==> src/rtl/rim_pkg.sv <==
package rim_pkg;
    localparam int SEL_W      = 6;
    localparam int CFG_W      = 8;
    localparam int BUS_W      = 32;
    localparam logic [SEL_W-1:0] SEL_FORCE0 = 6'h30;
    localparam logic [SEL_W-1:0] SEL_FORCE1 = 6'h38;

    typedef struct packed {
        logic             byp;
        logic             inv;
        logic [SEL_W-1:0] sel;
    } rim_cfg_t;

    localparam rim_cfg_t CFG_RESET = '{byp: 1'b0, inv: 1'b0, sel: SEL_FORCE0};
endpackage

==> src/rtl/rim_cfg_regs.sv <==
module rim_cfg_regs
    import rim_pkg::*;
#(
    parameter int NUM_SIGS = 16,
    parameter int ADDR_W   = 4
) (
    input  logic                           clk,
    input  logic                           rst_n,
    input  logic                           wr_en,
    input  logic [ADDR_W-1:0]              wr_addr,
    input  rim_cfg_t                       wr_cfg,
    output rim_cfg_t [NUM_SIGS-1:0]        cfg_vec
);
    always_ff @(posedge clk or negedge rst_n) begin
        if (!rst_n) begin
            for (int i = 0; i < NUM_SIGS; i++) begin
                cfg_vec[i] <= CFG_RESET;
            end
        end else if (wr_en) begin
            for (int i = 0; i < NUM_SIGS; i++) begin
                if (wr_addr == ADDR_W'(i)) begin
                    cfg_vec[i] <= wr_cfg;
                end
            end
        end
    end
endmodule

==> src/rtl/rim_lane.sv <==
module rim_lane
    import rim_pkg::*;
#(
    parameter int NUM_PINS = 40
) (
    input  rim_cfg_t              cfg,
    input  logic [NUM_PINS-1:0]   pin_in,
    input  logic                  direct_bit,
    output logic                  out_bit
);
    localparam int PAD_W = 1 << SEL_W;

    logic [PAD_W-1:0] pins_pad;
    logic             matrix_val;
    logic             src_val;

    always_comb begin
        pins_pad = '0;
        pins_pad[NUM_PINS-1:0] = pin_in;
    end

    always_comb begin
        if (int'(cfg.sel) < NUM_PINS) begin
            matrix_val = pins_pad[cfg.sel];
        end else if (cfg.sel == SEL_FORCE1) begin
            matrix_val = 1'b1;
        end else begin
            matrix_val = 1'b0;
        end
        src_val = cfg.byp ? direct_bit : matrix_val;
        out_bit = src_val ^ cfg.inv;
    end
endmodule

==> src/rtl/rim_input_matrix.sv <==
module rim_input_matrix
    import rim_pkg::*;
#(
    parameter int NUM_PINS = 40,
    parameter int NUM_SIGS = 16,
    localparam int ADDR_W  = (NUM_SIGS > 1) ? $clog2(NUM_SIGS) : 1
) (
    input  logic                  clk,
    input  logic                  rst_n,
    input  logic                  wr_en,
    input  logic [ADDR_W-1:0]     wr_addr,
    input  logic [BUS_W-1:0]      wr_data,
    input  logic [ADDR_W-1:0]     rd_addr,
    output logic [BUS_W-1:0]      rd_data,
    input  logic [NUM_PINS-1:0]   pin_in,
    input  logic [NUM_SIGS-1:0]   direct_in,
    output logic [NUM_SIGS-1:0]   sig_out
);
    rim_cfg_t [NUM_SIGS-1:0] cfg_vec;
    rim_cfg_t                wr_cfg;

    assign wr_cfg = rim_cfg_t'(wr_data[CFG_W-1:0]);

    rim_cfg_regs #(
        .NUM_SIGS (NUM_SIGS),
        .ADDR_W   (ADDR_W)
    ) u_regs (
        .clk     (clk),
        .rst_n   (rst_n),
        .wr_en   (wr_en),
        .wr_addr (wr_addr),
        .wr_cfg  (wr_cfg),
        .cfg_vec (cfg_vec)
    );

    for (genvar g = 0; g < NUM_SIGS; g++) begin : g_lane
        rim_lane #(
            .NUM_PINS (NUM_PINS)
        ) u_lane (
            .cfg        (cfg_vec[g]),
            .pin_in     (pin_in),
            .direct_bit (direct_in[g]),
            .out_bit    (sig_out[g])
        );
    end

    always_comb begin
        rd_data = '0;
        if (int'(rd_addr) < NUM_SIGS) begin
            rd_data[CFG_W-1:0] = cfg_vec[rd_addr];
        end
    end
endmodule

==> config.mk <==
export PLATFORM = sky130hd
export DESIGN_NAME = rim_input_matrix
export DESIGN_NICKNAME = d
export VERILOG_FILES = /design/src/rtl/rim_pkg.sv /design/src/rtl/rim_cfg_regs.sv /design/src/rtl/rim_lane.sv /design/src/rtl/rim_input_matrix.sv
export SDC_FILE = /design/constraint.sdc
export NUM_CORES = 1
export LEC_CHECK = 0
export ABC_AREA = 0
export BUFFER_PORTS_ARGS = -buffer_cell sky130_fd_sc_hd__buf_2
export CORE_AREA = 2 2 188 190
export DETAILED_ROUTE_END_ITERATION = 7
export DIE_AREA = 0 0 190 192
export HOLD_SLACK_MARGIN = 0.12
export PLACE_DENSITY_LB_ADDON = 0.15
export REMOVE_ABC_BUFFERS = 1
export SYNTH_ARGS = -nofsm -noshare
export SYNTH_HDL_FRONTEND = slang
export SYNTH_SLANG_ARGS = --single-unit
==> constraint.sdc <==
create_clock -name clk -period 3.9 [get_ports clk]
set_input_delay 0.78 -clock clk [delete_from_list [all_inputs] [get_ports clk]]
set_output_delay 0.78 -clock clk [all_outputs]
set_load 0.01 [all_outputs]
* Word level (Yosys, flattened, before mapping)
Cells that the tools add are included.
** Word-level totals
- Register bits :: 128
- Output and inout port bits :: 48
- Word-level logic and storage cells :: 227
** Cells by class
- Order comparisons :: 33
- Eq/ne operators :: 31
- Muxes and demuxes :: 82
- Bitwise logic cells :: 16
- Reduce and logical (&&, ||, !) cells :: 17
** Operators with widths (number)
- less-than comparator 6 x 7 -> 1 bit, second input constant :: 16
- binary-select mux 1 bit (select 6 bit) :: 16
- == test 6 bit, second input constant :: 16
- less-than comparator 6 bit, second input constant :: 16
- two-way mux 1 bit :: 64
- binary-select mux 8 bit (select 4 bit) :: 1
- == test 4 bit, second input constant :: 8
- AND reduction 2 bit :: 16
- == test 4 x 3 -> 1 bit, second input constant :: 4
- bitwise XOR 1 bit :: 16
- == test 4 x 2 -> 1 bit, second input constant :: 2
- two-way mux 8 bit :: 1
- less-than comparator 4 x 5 -> 1 bit, second input constant :: 1
- == test 4 x 1 -> 1 bit, second input constant :: 1
- logical NOT 4 bit :: 1

* Longest topological paths before layout
Gate-level depths: netlist of run 1.
- Word-level depth :: 5
- Depth in mapped cells :: 8
- Depth with buffers taken out :: 5

* Hierarchy
A second synthesis of run 1 with hierarchy kept.
** Second synthesis, totals
- Cells, all modules :: 1021
- Area, all modules :: 13621.8 um^2
** Modules (own cells, without submodules)
- rim_lane (g_lane[11].u_lane ...) :: instances 14, cells each 40, area each 470.5 um^2, seq. area each 0.0 um^2
- rim_cfg_regs :: instances 1, cells each 294, area each 4972.3 um^2, seq. area each 3243.1 um^2
- rim_input_matrix :: instances 1, cells each 95, area each 1217.4 um^2, seq. area each 0.0 um^2
- rim_lane (g_lane[0].u_lane ...) :: instances 2, cells each 36, area each 422.9 um^2, seq. area each 0.0 um^2

* Least setup slack after synthesis of run 1
OpenSTA, ideal clock, no wires.
- Kind :: input to output
- Start :: input port rd_addr[0]
- End :: output port rd_data[0]
- Arrival time :: 2.354 ns
- Data required time :: 3.120 ns
- Path slack :: 0.766 ns
- Stages :: 4
- Path buffers :: 2
- Cell sequence :: clkbuf_1 buf_2 mux4_1 mux4_2
** On the way
- Word-level cells in the longest chain between the ends :: 2
** Ends and longest elaborated chain
- from (decl) :: line rim_input_matrix.sv:13 : input logic [ADDR_W-1:0] rd_addr,
- binary-select mux 8 bit (select 4 bit) :: line rim_input_matrix.sv:50 : rd_data[CFG_W-1:0] = cfg_vec[rd_addr];
- two-way mux 8 bit (not written as such) :: line rim_input_matrix.sv:50
- to (decl) :: line rim_input_matrix.sv:14 : output logic [BUS_W-1:0] rd_data,
No other way between the ends. The select of a mux whose other input is x is not followed.

* Worst setup path after layout of run 1
- Start :: register, netlist name u_regs.cfg_vec[80]
- End :: output port sig_out[10]
** On the way
- Word-level cells in the longest chain between the ends :: 5
- Elaborated cells on any way between the ends :: 8
- Classes of those cells :: order compare: 1; eq/ne: 1; mux: 5; bitwise: 1
** Ends and longest elaborated chain
- binary-select mux 1 bit (select 6 bit) / == test 6 bit (equally long branches) :: line rim_lane.sv:24, rim_lane.sv:25
- two-way mux 1 bit (on tied branches) :: line rim_lane.sv:24, rim_lane.sv:25
- two-way mux 1 bit (*) :: line rim_lane.sv:23 : if (int'(cfg.sel) < NUM_PINS) begin
- two-way mux 1 bit (*) :: line rim_lane.sv:30 : src_val = cfg.byp ? direct_bit : matrix_val;
- bitwise XOR 1 bit (*) :: line rim_lane.sv:31 : out_bit = src_val ^ cfg.inv;
- to (decl) :: line rim_input_matrix.sv:17 : output logic [NUM_SIGS-1:0] sig_out
Mark *: on every way between the ends. The rest lies on a longest branch, timed or not. The select of a mux whose other input is x is not followed.

==> results.tsv, run 1 <==
metric	value	unit
Placer Congestion	0.894	
final cell count without fillers	1542	
Lkg Pwr	5.19	nW
Slew Limit Fails	0	
GRT Util Overall	27.0	%
IO buf count	98	
core area	0.0343	mm^2
Cells after Synth	1081	
Biggest register	u_regs.cfg_vec	
syn_area_per_cell	11.9	um^2
Clock Skew	0	ns
RSZ-0062 raised after global routing	no	
Worst Reg2Reg Path Length in Cells	1	
DR vias	10400	
Vias/cell	6.75	
worst-path fanout max	13	
Setup crit end kind	primary output	
number of global-route vias before repair	10100	
max reg flops	128	
post-route minimum period	3.74	ns
gr ovfl total	0	
top post-synthesis cells by area	mux4_2 (29%), dfrtp_1 (19%), mux2_2 (12%), dfstp_2 (6.5%), mux2i_1 (4.1%)	
Layout area overhead	8.45	%
first-pass GRT wire length	70900	um
Critical Setup Path Class	reg2out	
mapped cell area	0.0129	mm^2
layout cells sized above 1	47.0	%
Setup Total Neg Slack	0	ns
Setup-failing EPs final	0	
hold slack	0.296	ns
clock sink count	128	
TritonCTS buffer count	17	
Routed Antenna Nets	0	
CP max stage cell	dfrtp_1	
crit path cell chain	mux4_1 > mux2_2 > or3_1 > a32oi_1 > xnor2_1 > buf_2	
fmax	267	MHz
# placed instances	1506	
worst vdd ir	0.000296	V
root buffer cell	clkbuf_16	
largest net degree at the start of global routing	71	
io pins	147	
period utilization	95.9	%
Yosys warnings	0	
flop2flop setup slack	2.70	ns
Reg clk slew, reported paths	0.06	ns
cts hold-fix bufs	0	
Clock Path Buffers	2	
Synth area leader	mux4_2	
FF-to-FF End	u_regs.cfg_vec[120]	
post-detail-place hpwl	32300	um
commonest cells in the netlist	mux4_2 (167), mux2_2 (141), dfrtp_1 (96)	
fin area	0.0140	mm^2
Data required, critical path	3.12	ns
largest stage delay on the critical path	0.76	ns
Largest regs	u_regs.cfg_vec (128)	
Power Dens Cells	527	mW/mm^2
post-synthesis sequential area ratio	25.2	%
number of enable flip-flop cells after synthesis	0	
Placed Instance Area	0.0133	mm^2
CTS tree	done	
initial antenna violation count	3	
Initial Utilization	37.5	%
Die Wd	190	um
maxcap violations	0	
die area	0.0365	mm^2
Synth top area share	29.2	%
fin nets	1169	
Hold Path Class	in2async	
FF+latch count, synth	128	
status	completed	
Worst-Margin Slew	0.834	ns
worst skew pair latency	0.43	ns
DIE HEIGHT	192	um
relative slew slack	44.2	%
asr flop ratio synth	100	%
Pre-antenna DRT Iters	5	
startpoint types	register	
DRC viols	0	
crit path DAT	2.96	ns
Routed WL	48400	um
worst r2r src	u_regs.cfg_vec[120]	
htree depth	4	
Distinct cells, synth	69	
1st-iter DRT viols	1074	
most common cell in the synthesized netlist	mux4_2	
Synth Flop Type	dfrtp_1	
# rows	68	
Routed WL per cell	31.4	um
final hold violations	0	
## stage by stage
step / util [%] / power, mW / worst slack (ns)
after floorplan: - / 4.47 / 0.881
after global placement: 38.9 / 5.58 / 0.227
after detailed placement: 38.9 / 5.62 / 0.282
after CTS: 40.7 / 7.35 / 0.127
after global routing: 40.7 / 7.73 / 0.0542
final: 40.7 / 7.35 / 0.161
## cell usage in the layout (no fill, tap or decap), drive strengths merged, types with 12 or more instances in the layout
cell,count
mux4,177
a211oi,12
nand2b,27
clkbuf,20
nand2,44
o41ai,12
mux2,142
conb,24
dfrtp,96
buf,123
nor2b,25
nand3,17
o21ai,13
nor2,42
inv,21
mux2i,53
dfstp,32
## cell families after synthesis
kind of cell    Yosys count  synth area share [%]
xor+xnor                  9                 0.612
buf+inv                 196                  7.65
flops                   128                  25.2
simple gates            239                  10.5
compound gates          136                  8.19
mux                     372                  47.8
other cells               1                0.0291
## area by class of cell
cell class | count | area [um^2]
Clock inverter | 12 | 160
Clock buffer | 20 | 447
Sequential cell | 128 | 3250
Fill cell | 3256 | 20300
Timing Repair Buffer | 123 | 722
Tap cell | 455 | 569
Antenna cell | 4 | 10.0
Multi-Input combinational cell | 780 | 8730
Inverter | 20 | 75.1
## power breakdown
part | internal [mW] | total, mW | switching [mW]
sequential | 1.70 | 2.58 | 0.882
combinational | 1.79 | 3.06 | 1.28
clock | 1.03 | 1.71 | 0.686
## layer usage
metal	up-vias	global-route usage (%)	wire length (um)
li1	4221	-	-
met1	5352	38.4	20200
met2	744	40.3	21300
met3	87	7.05	5580
met4	0	8.29	1350
met5	-	0	0
## worst max-delay path: cells and delay by family, from the launching register on
| family | cells | cell delay [ns] |
|---|---|---|
| buf+inv | 1 | 0.16 |
| flops | 1 | 0.76 |
| compound gates | 1 | 0.22 |
| xor+xnor | 1 | 0.16 |
| mux | 2 | 0.92 |
| simple gates | 1 | 0.31 |
## what timing repair did
action,CTS,global route
endpoints found under the setup margin,1,1
setup buffers,0,0
cloned,0,0
gates resized for setup,1,1
endpoints found under the hold margin,0,0
## how the worst max path moves through the flow
stage	start	endpoint	slack (ns)	depth (start not counted)
after floorplan	u_regs.cfg_vec[88]	sig_out[11]	0.88	5
after global placement	pin_in[7]	sig_out[0]	0.23	8
after detailed placement	pin_in[5]	sig_out[0]	0.28	8
after CTS	u_regs.cfg_vec[104]	sig_out[13]	0.13	6
after global routing	u_regs.cfg_vec[80]	sig_out[10]	0.05	6
final	u_regs.cfg_vec[80]	sig_out[10]	0.16	6
(Power assumes the default switching activity.)
==> inputs of run 2 (changes only) <==
Settings changed: BUFFER_PORTS_ARGS -buffer_cell sky130_fd_sc_hd__buf_2 to -buffer_cell sky130_fd_sc_hd__clkbuf_2, MAX_ROUTING_LAYER from default to met4.
==> run 2 against run 1 <==
Effect of this change: design area grew 1.2%; sequential share of layout area fell by 0.26 points; combinational power is essentially flat; routed wire length increased by 0.57%; clock power is 9% higher; largest power group unchanged; final cell count is 0.78% higher; power up 2.4%; sequential power barely moved; critical path depth stayed put; global-route usage increased by 1.0 points.
==> results.tsv, run 2 (synthesis gave the netlist of run 1 again) <==
metric	value	unit	change
status	completed		unchanged
core area	0.0343	mm^2	unchanged
io pins	147		unchanged
Clock Path Buffers	2		unchanged
# placed instances	1520		was 1506
post-detail-place hpwl	33500	um	was 32300 um
Fillers	3255		was 3256
fin nets	1183		was 1169
Power Dens Cells	533	mW/mm^2	was 527 mW/mm^2
P_sw	2.87	mW	was 2.84 mW
die area	0.0365	mm^2	unchanged
htree depth	4		unchanged
worst-path fanout max	13		unchanged
commonest non-fill, non-tap cell in the layout	mux4_2		unchanged
switch share	38.1	%	was 38.7%
first-pass GRT wire length	71400	um	was 70900 um
gr ovfl total	0		unchanged
post-CTS setup buffer count	0		unchanged
DIE HEIGHT	192	um	unchanged
Setup Total Neg Slack	0	ns	unchanged
clock sink count	128		unchanged
most frequent cells in the layout	mux4_2 (167), mux2_2 (141), clkbuf_2 (97)		was mux4_2 (167), mux2_2 (141), buf_2 (97)
TritonCTS buffer count	17		unchanged
Largest regs	u_regs.cfg_vec (128)		unchanged
cts hold-fix bufs	0		unchanged
worst vdd ir	0.000298	V	was 0.000296 V
flop2flop setup slack	2.68	ns	was 2.70 ns
final cell count without fillers	1554		was 1542
1st-iter DRT viols	988		was 1074
Critical Setup Path Class	reg2out		unchanged
max reg flops	128		unchanged
Reg clk slew, reported paths	0.07	ns	was 0.06 ns
hold slack	0.347	ns	was 0.296 ns
# rows	68		unchanged
maxcap violations	0		unchanged
startpoint types	register		unchanged
CTS tree	done		unchanged
Pre-antenna DRT Iters	6		was 5
fmax	268	MHz	was 267 MHz
Vias/cell	6.66		was 6.75
worst skew pair latency	0.43	ns	about the same
Routed WL per cell	31.3	um	was 31.4 um
DRC viols	0		unchanged
RSZ-0062 raised after global routing	no		unchanged
period utilization	95.7	%	was 95.9%
root buffer cell	clkbuf_16		unchanged
Die Wd	190	um	unchanged
Layout area overhead	9.72	%	was 8.45%
DR vias	10300		was 10400
sequential share of power	34.5	%	was 35.0%
Hold Path Class	in2async		unchanged
crit path DAT	2.95	ns	was 2.96 ns
Setup-failing EPs final	0		unchanged
number of global-route vias before repair	10000		was 10100
initial antenna violation count	3		unchanged
Biggest register	u_regs.cfg_vec		unchanged
layout cells sized above 1	47.9	%	was 47.0%
Comb power frac	40.7	%	was 41.7%
Clock Skew	0	ns	unchanged
worst r2r src	u_regs.cfg_vec[120]		unchanged
Data required, critical path	3.12	ns	about the same
FF-to-FF End	u_regs.cfg_vec[120]		unchanged
Pint	4.67	mW	was 4.51 mW
Placer Congestion	0.937		was 0.894
relative slew slack	45.5	%	was 44.2%
final hold violations	0		unchanged
clock power share	24.7	%	was 23.3%
Pwr Total	7.53	mW	was 7.35 mW
Initial Utilization	37.5	%	unchanged
Worst Reg2Reg Path Length in Cells	1		unchanged
GRT Util Overall	28.0	%	was 27.0%
Routed WL	48700	um	was 48400 um
post-route minimum period	3.73	ns	was 3.74 ns
Slew Limit Fails	0		unchanged
Lkg Pwr	5.30	nW	was 5.19 nW
largest net degree at the start of global routing	70		was 71
IO buf count	98		unchanged
Worst-Margin Slew	0.818	ns	was 0.834 ns
Setup crit end kind	primary output		unchanged
Routed Antenna Nets	0		unchanged
[run 2: through the flow]
step / instance area, um^2 / setup slack [ns] / util [%]
2_1_floorplan: 12100 / 0.881 / -
3_3_place_gp: 13400 / 0.160 / 39.2
3_5_place_dp: 13400 / 0.138 / 39.2
4_1_cts: 14100 / 0.0173 / 41.2
5_1_grt: 14100 / 0.00789 / 41.2
6_report: 14100 / 0.169 / 41.2
[run 2: worst max path at each step]
stage	cells after the start	to	slack (ns)	startpoint
2_1_floorplan	5	sig_out[11]	0.88	u_regs.cfg_vec[88]
3_3_place_gp	8	sig_out[0]	0.16	pin_in[7]
3_5_place_dp	8	sig_out[0]	0.14	pin_in[7]
4_1_cts	7	sig_out[4]	0.02	u_regs.cfg_vec[32]
5_1_grt	6	sig_out[10]	0.008	u_regs.cfg_vec[80]
6_report	6	sig_out[10]	0.17	u_regs.cfg_vec[80]
[run 2: routing by layer]
metal / track usage [%] / wire (um)
met2: 42.3 / 22100
met1: 38.5 / 20500
met5: - / 0
met3: 6.21 / 5080
met4: 6.53 / 1080
[run 2: critical path: stages, from the launching register on]
cell and delay, ns:
dfrtp_1 0.77, mux4_1 0.64, mux2_2 0.29, or3_1 0.30
a32oi_1 0.21, xnor2_1 0.15, clkbuf_2 0.16
[run 2: cell type report]
class / count / area (um^2) / area share (%)
multi-input cells: 780 / 8740 / 61.9
flip-flops and latches: 128 / 3250 / 23.0
repair buffers: 137 / 827 / 5.86
well taps: 455 / 569 / 4.03
clock buffers: 20 / 457 / 3.23
clock inverters: 12 / 208 / 1.47
inverters: 20 / 75.1 / 0.531
diodes: 2 / 5.00 / 0.0354
[run 2: repair_timing]
item / 4_1_cts / 5_1_grt
endpoints found under the hold margin: 0 / 0
endpoints found under the setup margin: 1 / 3
gates resized for setup: 1 / 4
pin swaps: 0 / 0
[run 2: power by group through the flow]
stage	Sequential, mW	Combinational [mW]	Clock, mW
after detailed placement	2.61	3.04	0
after floorplan	2.31	2.16	0
final	2.60	3.07	1.86
after CTS	2.59	3.06	1.89
after global routing	2.70	3.28	1.94
after global placement	2.60	3.02	0
